[config.mk]
export PLATFORM = sky130hd
export DESIGN_NAME = flsr_status_read
export DESIGN_NICKNAME = d
export VERILOG_FILES = /design/src/rtl/flsr_pkg.sv /design/src/rtl/flsr_op_ctx.sv /design/src/rtl/flsr_toggle.sv /design/src/rtl/flsr_read_mux.sv /design/src/rtl/flsr_status_read.sv
export SDC_FILE = /design/constraint.sdc
export NUM_CORES = 1
export LEC_CHECK = 0
export CORE_AREA = 4 4 41 43
export DETAILED_ROUTE_END_ITERATION = 6
export DIE_AREA = 0 0 45 47
export PLACE_DENSITY_LB_ADDON = 0.12
export SLEW_MARGIN = 20
export SYNTH_ARGS = -nofsm -noshare
export SYNTH_HDL_FRONTEND = slang
export SYNTH_HIERARCHICAL = 1
export SYNTH_SLANG_ARGS = --single-unit
[constraint.sdc]
create_clock -name clk -period 4.7 [get_ports clk]
set_clock_uncertainty 0.2 [all_clocks]
set_input_delay 1.41 -clock clk [delete_from_list [all_inputs] [get_ports clk]]
set_output_delay 1.41 -clock clk [all_outputs]
set_load 0.05 [all_outputs]
[src/rtl/flsr_pkg.sv]
package flsr_pkg;

    localparam int STAT_W   = 8;
    localparam int POLL_POS = 7;
    localparam int TGL_POS  = 6;
    localparam int FAIL_POS = 5;

    typedef enum logic {
        OP_PROGRAM = 1'b0,
        OP_ERASE   = 1'b1
    } op_kind_e;

    typedef struct packed {
        op_kind_e kind;
        logic     target_msb;
    } op_ctx_t;

    typedef struct packed {
        logic poll;
        logic tgl;
        logic fail;
    } stat_bits_t;

    localparam op_ctx_t CTX_RESET = '{kind: OP_ERASE, target_msb: 1'b0};

    function automatic logic poll_value(op_ctx_t c);
        return (c.kind == OP_ERASE) ? 1'b0 : ~c.target_msb;
    endfunction

    function automatic logic [STAT_W-1:0] pack_status(stat_bits_t s);
        logic [STAT_W-1:0] b;
        b           = '0;
        b[POLL_POS] = s.poll;
        b[TGL_POS]  = s.tgl;
        b[FAIL_POS] = s.fail;
        return b;
    endfunction

endpackage

[src/rtl/flsr_op_ctx.sv]
module flsr_op_ctx
    import flsr_pkg::*;
(
    input  logic    clk,
    input  logic    rst,
    input  logic    op_start,
    input  logic    op_erase,
    input  logic    target_msb,
    output op_ctx_t ctx_eff
);
    op_ctx_t ctx_q;
    op_ctx_t ctx_new;

    always_comb begin
        ctx_new.kind       = op_erase ? OP_ERASE : OP_PROGRAM;
        ctx_new.target_msb = target_msb;
        ctx_eff            = op_start ? ctx_new : ctx_q;
    end

    always_ff @(posedge clk) begin
        if (rst) begin
            ctx_q <= CTX_RESET;
        end else if (op_start) begin
            ctx_q <= ctx_new;
        end
    end
endmodule

[src/rtl/flsr_toggle.sv]
module flsr_toggle (
    input  logic clk,
    input  logic rst,
    input  logic clear,
    input  logic advance,
    output logic tgl_eff
);
    logic tgl_q;
    logic tgl_next;

    always_comb begin
        tgl_eff  = clear ? 1'b0 : tgl_q;
        tgl_next = advance ? ~tgl_eff : tgl_eff;
    end

    always_ff @(posedge clk) begin
        if (rst) begin
            tgl_q <= 1'b0;
        end else begin
            tgl_q <= tgl_next;
        end
    end
endmodule

[src/rtl/flsr_read_mux.sv]
module flsr_read_mux
    import flsr_pkg::*;
#(
    parameter int DATA_W = 8
) (
    input  logic              busy,
    input  logic              err,
    input  op_ctx_t           ctx,
    input  logic              tgl,
    input  logic [DATA_W-1:0] array_data,
    output logic              status_sel,
    output logic [DATA_W-1:0] rd_data
);
    stat_bits_t        sbits;
    logic [DATA_W-1:0] status_word;

    always_comb begin
        status_sel  = busy | err;
        sbits.poll  = poll_value(ctx);
        sbits.tgl   = tgl;
        sbits.fail  = err;
        status_word = '0;
        status_word[STAT_W-1:0] = pack_status(sbits);
        rd_data     = status_sel ? status_word : array_data;
    end
endmodule

[src/rtl/flsr_status_read.sv]
module flsr_status_read
    import flsr_pkg::*;
#(
    parameter int DATA_W = 8
) (
    input  logic              clk,
    input  logic              rst,
    input  logic              op_start,
    input  logic              op_erase,
    input  logic [DATA_W-1:0] op_data,
    input  logic              busy,
    input  logic              err,
    input  logic              rd_stb,
    input  logic [DATA_W-1:0] array_data,
    output logic [DATA_W-1:0] rd_data
);
    localparam int MSB_POS = STAT_W - 1;

    op_ctx_t ctx_eff;
    logic    tgl_eff;
    logic    status_sel;
    logic    tgl_advance;

    generate
        if (DATA_W < STAT_W) begin : g_bad_width
            initial $error("DATA_W must be at least %0d", STAT_W);
        end
    endgenerate

    assign tgl_advance = rd_stb & status_sel;

    flsr_op_ctx u_ctx (
        .clk        (clk),
        .rst        (rst),
        .op_start   (op_start),
        .op_erase   (op_erase),
        .target_msb (op_data[MSB_POS]),
        .ctx_eff    (ctx_eff)
    );

    flsr_toggle u_tgl (
        .clk     (clk),
        .rst     (rst),
        .clear   (op_start),
        .advance (tgl_advance),
        .tgl_eff (tgl_eff)
    );

    flsr_read_mux #(.DATA_W(DATA_W)) u_mux (
        .busy       (busy),
        .err        (err),
        .ctx        (ctx_eff),
        .tgl        (tgl_eff),
        .array_data (array_data),
        .status_sel (status_sel),
        .rd_data    (rd_data)
    );
endmodule

After elaboration in Yosys (flattened, before gate mapping)
Index checks and enable logic that the tools add are counted.
- add/subtract/negate cells: 0
- multipliers: 0
- divide/modulo/power cells: 0
- $lt $le $gt $ge: 0
- eq/ne operators: 0
- shift-type cells: 0
- muxes and demuxes: 6
- bitwise operators: 4
- reductions and logical operators: 0
- operators by type and width (kind ; count):
    8-bit two-way mux ; 1
    1-bit two-way mux ; 4
    2-bit two-way mux ; 1
    1-bit NOT ; 2
    1-bit AND ; 1
    1-bit bitwise OR ; 1
- bits in registers: 3
- latch bits: 0
- bits in writable memories: 0
- ROM bits: 0
- input bits: 23
- output and inout port bits: 8
- word-level logic and storage cells: 13
- memories: 0

Depth between registers and ports, before layout
Gate-level depths: netlist of the first run.
- depth in word-level cells: 5
- mapped depth: 5
- mapped depth without buffers: 5

Cells and area by module
The synthesis of the first run kept the hierarchy.
- modules (own cells, without submodules) (module ; times used ; cells an instance ; area an instance (µm²) ; sequential area each (µm²)):
    flsr_read_mux ; 1 ; 12 ; 97.6 ; 0.0
    flsr_op_ctx ; 1 ; 6 ; 78.8 ; 40.0
    flsr_toggle ; 1 ; 5 ; 58.8 ; 20.0
    flsr_status_read ; 1 ; 1 ; 6.3 ; 0.0

Worst setup path before layout of the first run
OpenSTA, ideal clock, no wires.
- path type: input port to output port
- start point: input op_start
- end point: output rd_data[7]
- arrival: 2.044 ns
- data required time: 3.090 ns
- path slack: 1.046 ns
- stages: 3
- path buffers: 0
- path through: mux2_2 nor2_1 mux2_4
- longest elaborated chain between the ends: 4
- RTL lines (element ; RTL line ; text):
    start: declaration ; flsr_status_read.sv:8 ; input logic op_start,
    2-bit two-way mux * ; flsr_op_ctx.sv:17 ; ctx_eff = op_start ? ctx_new : ctx_q;
    1-bit NOT ; flsr_pkg.sv:27 ; return (c.kind == OP_ERASE) ? 1'b0 : ~c.target_msb;
    1-bit two-way mux * ; flsr_pkg.sv:27 ;
    8-bit two-way mux * ; flsr_read_mux.sv:24 ; rd_data = status_sel ? status_word : array_data;
    end: declaration ; flsr_status_read.sv:15 ; output logic [DATA_W-1:0] rd_data
Every way passes the cells marked *; elsewhere a longest branch is shown, timed or not.

==> summary.txt, run 1 <==
Routing
  – Wire length per cell: 11.4 um
  – 1st-iter DRT viols: 1
  – # DRC: 0
  – First-pass DRT Iterations: 2
  – Via-to-Cell Ratio: ~3.7
  – Via count: 247
  – Post-Route WL: 754 um
  – Final ANT Viol Nets: 0

Yosys
  – Netlist cell types: 12
  – Xor and xnor fraction of the mapped netlist area: 0%
  – Largest family of logic cells by synthesized area: simple AND/OR/NAND/NOR gates
  – Area share of the largest cell type after synthesis: 24.9%
  – Primary FF master, synth: dfxtp_1
  – Cell with the most instances after synthesis: and2_2
  – Top cells by area, synth: dfxtp_1, mux2_4, and2_2
  – Syn_area_per_cell: 10.1 um^2
  – Simple-Gate Fraction of Synth Area: 39.4%
  – Post-synthesis sequential area ratio: 24.9%
  – Post-synth EDFFs: 0
  – Post-Synth Adder-Cell Area: 0%
  – Mux cell area share after synthesis: 29.5%
  – Syn nets: 47
  – Post-synth ARST share: 0%
  – Cell taking the most area after synthesis: dfxtp_1
  – Synth warn: 6
  – Mapped Area: 241 um^2
  – Mapped Cells: 24
  – Compound-gate portion of the synthesized area: under 10%
  – Synthesized flop and latch total: 3
  – Synth cell count leaders: and2_2, mux2_4, dfxtp_1

GRT
  – Largest net degree at the start of global routing: 9
  – Number of global-route vias before repair: about 300
  – Gr usage total: 8.20%
  – First-pass GRT wire length: about 1100 um
  – Initial antenna violation count: 0
  – GRT overflow: 0

Placed design
  – Detail Placement HPWL: approximately 660 um
  – Gpl congestion: 0.629
  – PortBufs: 23
  – DP Area: 546 um^2

Critical path
  – CP cell instances: clkdlybuf4s50_1 -> mux2_2 -> nor2_1 -> mux2_4 -> buf_12
  – Arrival @ worst endpoint: roughly 2.8 ns
  – Critical R2R Capture: u_ctx/ctx_q[1]
  – R2R Setup Slk: 3.62 ns
  – Critical path endpoint category: output port
  – Kind of critical path: input pin to output port
  – Worst reg-to-reg path cell count: 2
  – Reg2reg start: u_ctx/ctx_q[1]
  – Worst Path Max Fanout: 3
  – Buf+Inv Stages, Crit Path: 2
  – CP Launch Point: op_start
  – Top Family by Delay on Critical Path: buffers and inverters
  – Critical Path Max Stage Delay: 0.58 ns
  – Crit path depth: 5
  – Startpoint class of the critical path: input pin
  – Worst setup endpoint: rd_data[7]
  – Cell at the slowest stage of the critical path: clkdlybuf4s50_1
  – Worst EP required: between 3 and 4 ns

Floorplan
  – IO Count: 31
  – Core area: 1300 um^2
  – Die H: 47 um
  – Die width: between 40 and 50 um
  – Rows: 13
  – Die Area: between 2000 and 2500 um^2
  – Initial Util: 18.6%

Clock tree
  – # H-tree levels: 1
  – CTS Root Cell: clkbuf_4
  – Worst skew pair latency: 0.23 ns
  – Clock Sinks: 3
  – Hold-fix buffers, CTS: 0
  – CTS max path bufs: 2
  – CTS Buf Count: 3
  – Clock slew at reported path FFs: 0.04 ns
  – CTS tree: done
  – Post-CTS Resized: 0
  – Post-CTS Setup Repair Bufs: 0

Timing
  – Unrepaired setup endpoints after global routing: no
  – Setup TNS: 0 ns
  – Final number of setup-violating endpoints: 0
  – Max frequency: 229 MHz
  – Final hold viol count: 0
  – Relative slew slack: 85.9%
  – Pins Over Slew Limit: 0
  – Minimum clock period: about 4.4 ns
  – Worst-Margin Slew: roughly 0.21 ns
  – Period utilisation layout: 93.0%

Final layout
  – Post-route cell area: 572 um^2
  – Fillers: 131
  – Synth-to-Final Area Change: 137%
  – Final core occ: 43.9%
  – Diode count: 0
  – Share of layout cells above drive strength 1: 45.1%
  – Final net count: 75

Power and ir drop
  – Static Leak: 0.245 nW
  – Power Dens Cells: roughly 220 nW/um^2
  – Max rail drop VDD: about 0.14 mV

Min path
  – Hold Crit Class: flop to flop

Run status
  – Status: finished, final reports clean

Flow run
  – Max Cap Violations: 0
==> metrics by stage <==
stage                     power [mW]  worst slack (ns)  cells  hold WS (ns)
after CTS                      0.131             0.313     66         0.369
after floorplan               0.0537              1.05     24         0.322
after detailed placement      0.0828             0.313     62         0.360
final                          0.128             0.331     66         0.360
after global placement        0.0821             0.331     62         0.336
after global routing           0.136             0.231     66         0.388
==> worst register-to-register path: stages (launching register included) <==
cell	delay [ns]
dfxtp_1	0.29
mux2_4	0.26
or2_1	0.21
==> final cells by class <==
class	count	area, um^2	area share, %
tap	15	18.8	3.28
multi-input combinational	19	174	30.4
sequential	3	60.1	10.5
timing repair buffer	23	285	49.9
inverter	2	7.51	1.31
clock buffer	4	26.3	4.60
==> where the power goes <==
| part | total (mW) | internal (mW) | switching [mW] |
|---|---|---|---|
| Clock | 0.0463 | 0.0319 | 0.0144 |
| Combinational | 0.0541 | 0.0306 | 0.0235 |
| Sequential | 0.0276 | 0.0272 | 0.000381 |
==> worst min path at each step <==
stage | startpoint | end | slack [ns] | cells after the start
4_1_cts | u_ctx/ctx_q[1] | u_ctx/ctx_q[1] | 0.37 | 2
2_1_floorplan | u_ctx/ctx_q[1] | u_ctx/ctx_q[1] | 0.32 | 2
3_3_place_gp | u_ctx/ctx_q[1] | u_ctx/ctx_q[1] | 0.34 | 2
6_report | u_ctx/ctx_q[1] | u_ctx/ctx_q[1] | 0.36 | 2
5_1_grt | u_ctx/ctx_q[1] | u_ctx/ctx_q[1] | 0.39 | 2
3_5_place_dp | u_ctx/ctx_q[1] | u_ctx/ctx_q[1] | 0.36 | 2
==> routing by layer <==
layer	routed length (um)	GRT usage [%]	part of all wire (%)	up-vias
met1	304	7.92	40	99
met3	63	6.13	8.4	2
met5	0	0	0	-
met2	366	11.6	49	16
met4	19	7.02	2.5	0
li1	-	-	-	130
==> registers in the layout, summed over array words and instances (netlist names) <==
signal	flops
u_ctx/ctx_q	2
u_tgl/tgl_q	1
==> cells by family (layout without fill, tap and decap cells) <==
| family | after synthesis | in the layout |
|---|---|---|
| simple gates | 13 | 13 |
| compound gates | 1 | 1 |
| flops | 3 | 3 |
| buf+inv | 2 | 29 |
| mux | 5 | 5 |
==> cell usage in the layout, fill, tap and decap left out, types with 2 or more instances in the layout <==
cell,synthesis,routed
mux2_4,4,4
buf_12,0,6
dfxtp_1,3,3
inv_1,2,2
clkbuf_4,0,3
and2_2,5,5
nor2_1,2,2
nor2b_1,2,2
buf_4,0,2
clkdlybuf4s50_1,0,15
No activity file was read; power rests on OpenSTA's default activity.
==> run 2, diff against run 1 <==
--- a/config.mk
+++ b/config.mk
@@ -8,6 +8,7 @@
 export CORE_AREA = 4 4 41 43
 export DETAILED_ROUTE_END_ITERATION = 6
 export DIE_AREA = 0 0 45 47
+export HOLD_SLACK_MARGIN = 0.05
 export PLACE_DENSITY_LB_ADDON = 0.12
 export SLEW_MARGIN = 20
 export SYNTH_ARGS = -nofsm -noshare
==> results of run 2 <==
No change in the layout: final DEF, timing and power equal those of run 1.
==> run 3, diff against run 2 <==
==> constraint.sdc (replaced) <==
create_clock -name clk -period 3.7 [get_ports clk]
set_clock_uncertainty 0.2 [all_clocks]
set_input_delay 1.11 -clock clk [delete_from_list [all_inputs] [get_ports clk]]
set_output_delay 1.11 -clock clk [all_outputs]
set_load 0.05 [all_outputs]
==> run 3 against run 2 <==
  * Sequential share of layout area fell by 0.33 points
  * Flip-flop and latch count did not move
  * Register-to-register slack got worse by 1.0 ns
  * Largest power group unchanged
  * Critical endpoint is now rd_data[6]
  * Power rose by 29%
  * Sequential power rose by 27%
  * Global-route usage rose by 0.87 points
  * Combinational power rose by 32%
  * Clock-buffer cell count did not move
  * Critical path depth fell by 1
==> summary.txt, run 3 (synthesis results as in run 1) <==
Routing
  – Via-to-Cell Ratio: 4.01 (+7.3%)
  – Final ANT Viol Nets: 0 (unchanged)
  – # DRC: 0 (unchanged)
  – 1st-iter DRT viols: 0 (-1)
  – Via count: 269 (+8.9%)
  – Wire length per cell: 11.9 um (+3.7%)
  – First-pass DRT Iterations: 1 (-1)
  – Post-Route WL: 794 um (+5.3%)

Final layout
  – Multi-input logic area: 174 um^2 (unchanged)
  – Diode count: 0 (unchanged)
  – Final net count: 76 (+1.3%)
  – Share of layout cells above drive strength 1: 46.2% (+1.1 points)
  – Fillers: 143 (+9.2%)
  – Flip-flop and latch area: 60.1 um^2 (unchanged)
  – Most frequent cells in the layout: clkdlybuf4s50_1, buf_12, and2_2
  – Commonest non-fill, non-tap cell in the layout: clkdlybuf4s50_1
  – Max reg flops: 2 (unchanged)
  – Biggest regs: u_ctx/ctx_q (2), u_tgl/tgl_q (1)
  – Post-route cell area: 591 um^2 (+3.3%)
  – Top reg by flops: u_ctx/ctx_q
  – Synth-to-Final Area Change: 145%

Floorplan
  – Die H: 47 um (unchanged)
  – Core area: 1300 um^2 (unchanged)
  – IO Count: 31 (unchanged)
  – Die width: 45 um (unchanged)
  – Die Area: 2120 um^2 (unchanged)
  – Rows: 13 (unchanged)
  – Initial Util: 18.6% (unchanged)

Critical path
  – Cell at the slowest stage of the critical path: clkdlybuf4s50_1
  – Worst Path Max Fanout: 8 (+5)
  – Critical path endpoint category: output port
  – Worst EP required: 2.39 ns (-0.70 ns)
  – Kind of critical path: input pin to output port
  – Arrival @ worst endpoint: 2.30 ns (-0.46 ns)
  – Critical Path Max Stage Delay: 0.46 ns (-0.12 ns)
  – Worst reg-to-reg path cell count: 2 (unchanged)
  – CP cell instances: clkdlybuf4s50_1 -> nor2_4 -> mux2_4 -> buf_4
  – Startpoint class of the critical path: input pin

Clock tree
  – Worst skew pair latency: 0.23 ns (about the same)
  – # H-tree levels: 1 (unchanged)
  – Post-CTS Resized: 1 (+1)
  – Clock Sinks: 3 (unchanged)
  – CTS Root Cell: clkbuf_4
  – Post-CTS Setup Repair Bufs: 0 (unchanged)
  – CTS max path bufs: 2 (unchanged)
  – CTS Buf Count: 3 (unchanged)
  – Clock slew at reported path FFs: 0.04 ns (about the same)
  – Hold-fix buffers, CTS: 0 (unchanged)
  – CTS tree: done

Placed design
  – DP Area: 566 um^2 (+3.7%)
  – PortBufs: 23 (unchanged)
  – Gpl congestion: 0.593 (-5.7%)

Run status
  – Status: finished, final reports clean

GRT
  – Gr usage total: 9.07% (+0.87 points)
  – Initial antenna violation count: 0 (unchanged)
  – First-pass GRT wire length: 1260 um (+14%)
  – Number of global-route vias before repair: 314 (+6.1%)
  – Largest net degree at the start of global routing: 9 (unchanged)
  – GRT overflow: 0 (unchanged)

Timing
  – Pins Over Slew Limit: 0 (unchanged)
  – Final number of setup-violating endpoints: 0 (unchanged)
  – Final hold viol count: 0 (unchanged)
  – Relative slew slack: 87.8% (+1.9 points)
  – Max frequency: 277 MHz
  – Minimum clock period: ~3.6 ns
  – Setup TNS: 0 ns (unchanged)
  – Period utilisation layout: 97.6%
  – Unrepaired setup endpoints after global routing: no
  – Worst-Margin Slew: 0.183 ns (-0.0288 ns)

Power and ir drop
  – Static Leak: 0.256 nW (+4.6%)
  – Max rail drop VDD: 0.225 mV (+62%)
  – Power Dens Cells: 280 nW/um^2 (+25%)
  – Overall power: 0.165 mW (+29%)

Min path
  – Hold Path Depth: 2 (unchanged)
  – Hold Crit Class: flop to flop

Flow run
  – Max Cap Violations: 0 (unchanged)
-- run 3: changes by cell type in the layout (fill, tap and decap cells not counted) --
cell / delta
clkdlybuf4s50_1: -1
buf_12: +1
dlygate4sd2_1: +1
-- run 3: final timing paths --
| check | start | end | slack [ns] |
|---|---|---|---|
| worst min-delay path | u_ctx/ctx_q[1] | u_ctx/ctx_q[1] | 0.36 |
| worst max register to register | u_ctx/ctx_q[1] | u_ctx/ctx_q[1] | 2.62 |
| worst max-delay path | busy | rd_data[6] | 0.09 |
| worst min register to register | u_ctx/ctx_q[1] | u_ctx/ctx_q[1] | 0.36 |
-- run 3: critical path, delay by kind of cell --
family	cells	cell delay, ns
buffers and inverters	2	0.65
multiplexers	1	0.32
AND/OR/NAND/NOR	1	0.21
-- run 3: metal layers --
| layer | vias up | global-route usage, % | routed length (um) |
|---|---|---|---|
| met4 | 0 | 3.51 | 12 |
| met2 | 19 | 16.1 | 422 |
| met1 | 116 | 7.92 | 267 |
| li1 | 132 | - | - |
| met5 | - | 0 | 0 |
| met3 | 2 | 6.51 | 90 |
-- run 3: report_power, final --
group	internal, mW	total [mW]	switching, mW
Combinational	0.0409	0.0715	0.0306
Clock	0.0405	0.0588	0.0183
Sequential	0.0346	0.0351	0.000466
Total	0.116	0.165	0.0493
-- run 3: through the flow --
| step | setup WS [ns] | instances | hold slack [ns] | utilization (%) |
|---|---|---|---|---|
| after global placement | -0.0115 | 63 | 0.336 | 43.5 |
| after CTS | 0.0773 | 67 | 0.368 | 45.4 |
| after detailed placement | -0.0374 | 63 | 0.358 | 43.5 |
| after global routing | 0.0311 | 67 | 0.390 | 45.4 |
| final | 0.0883 | 67 | 0.363 | 45.4 |
| after floorplan | 0.646 | 24 | 0.322 | - |
-- run 3: area by class of cell --
| class | count | area share (%) |
|---|---|---|
| timing repair buffer | 24 | 51.5 |
| multi-input combinational | 19 | 29.4 |
| sequential | 3 | 10.2 |
| clock buffer | 4 | 4.45 |
| tap | 15 | 3.18 |
| inverter | 2 | 1.27 |
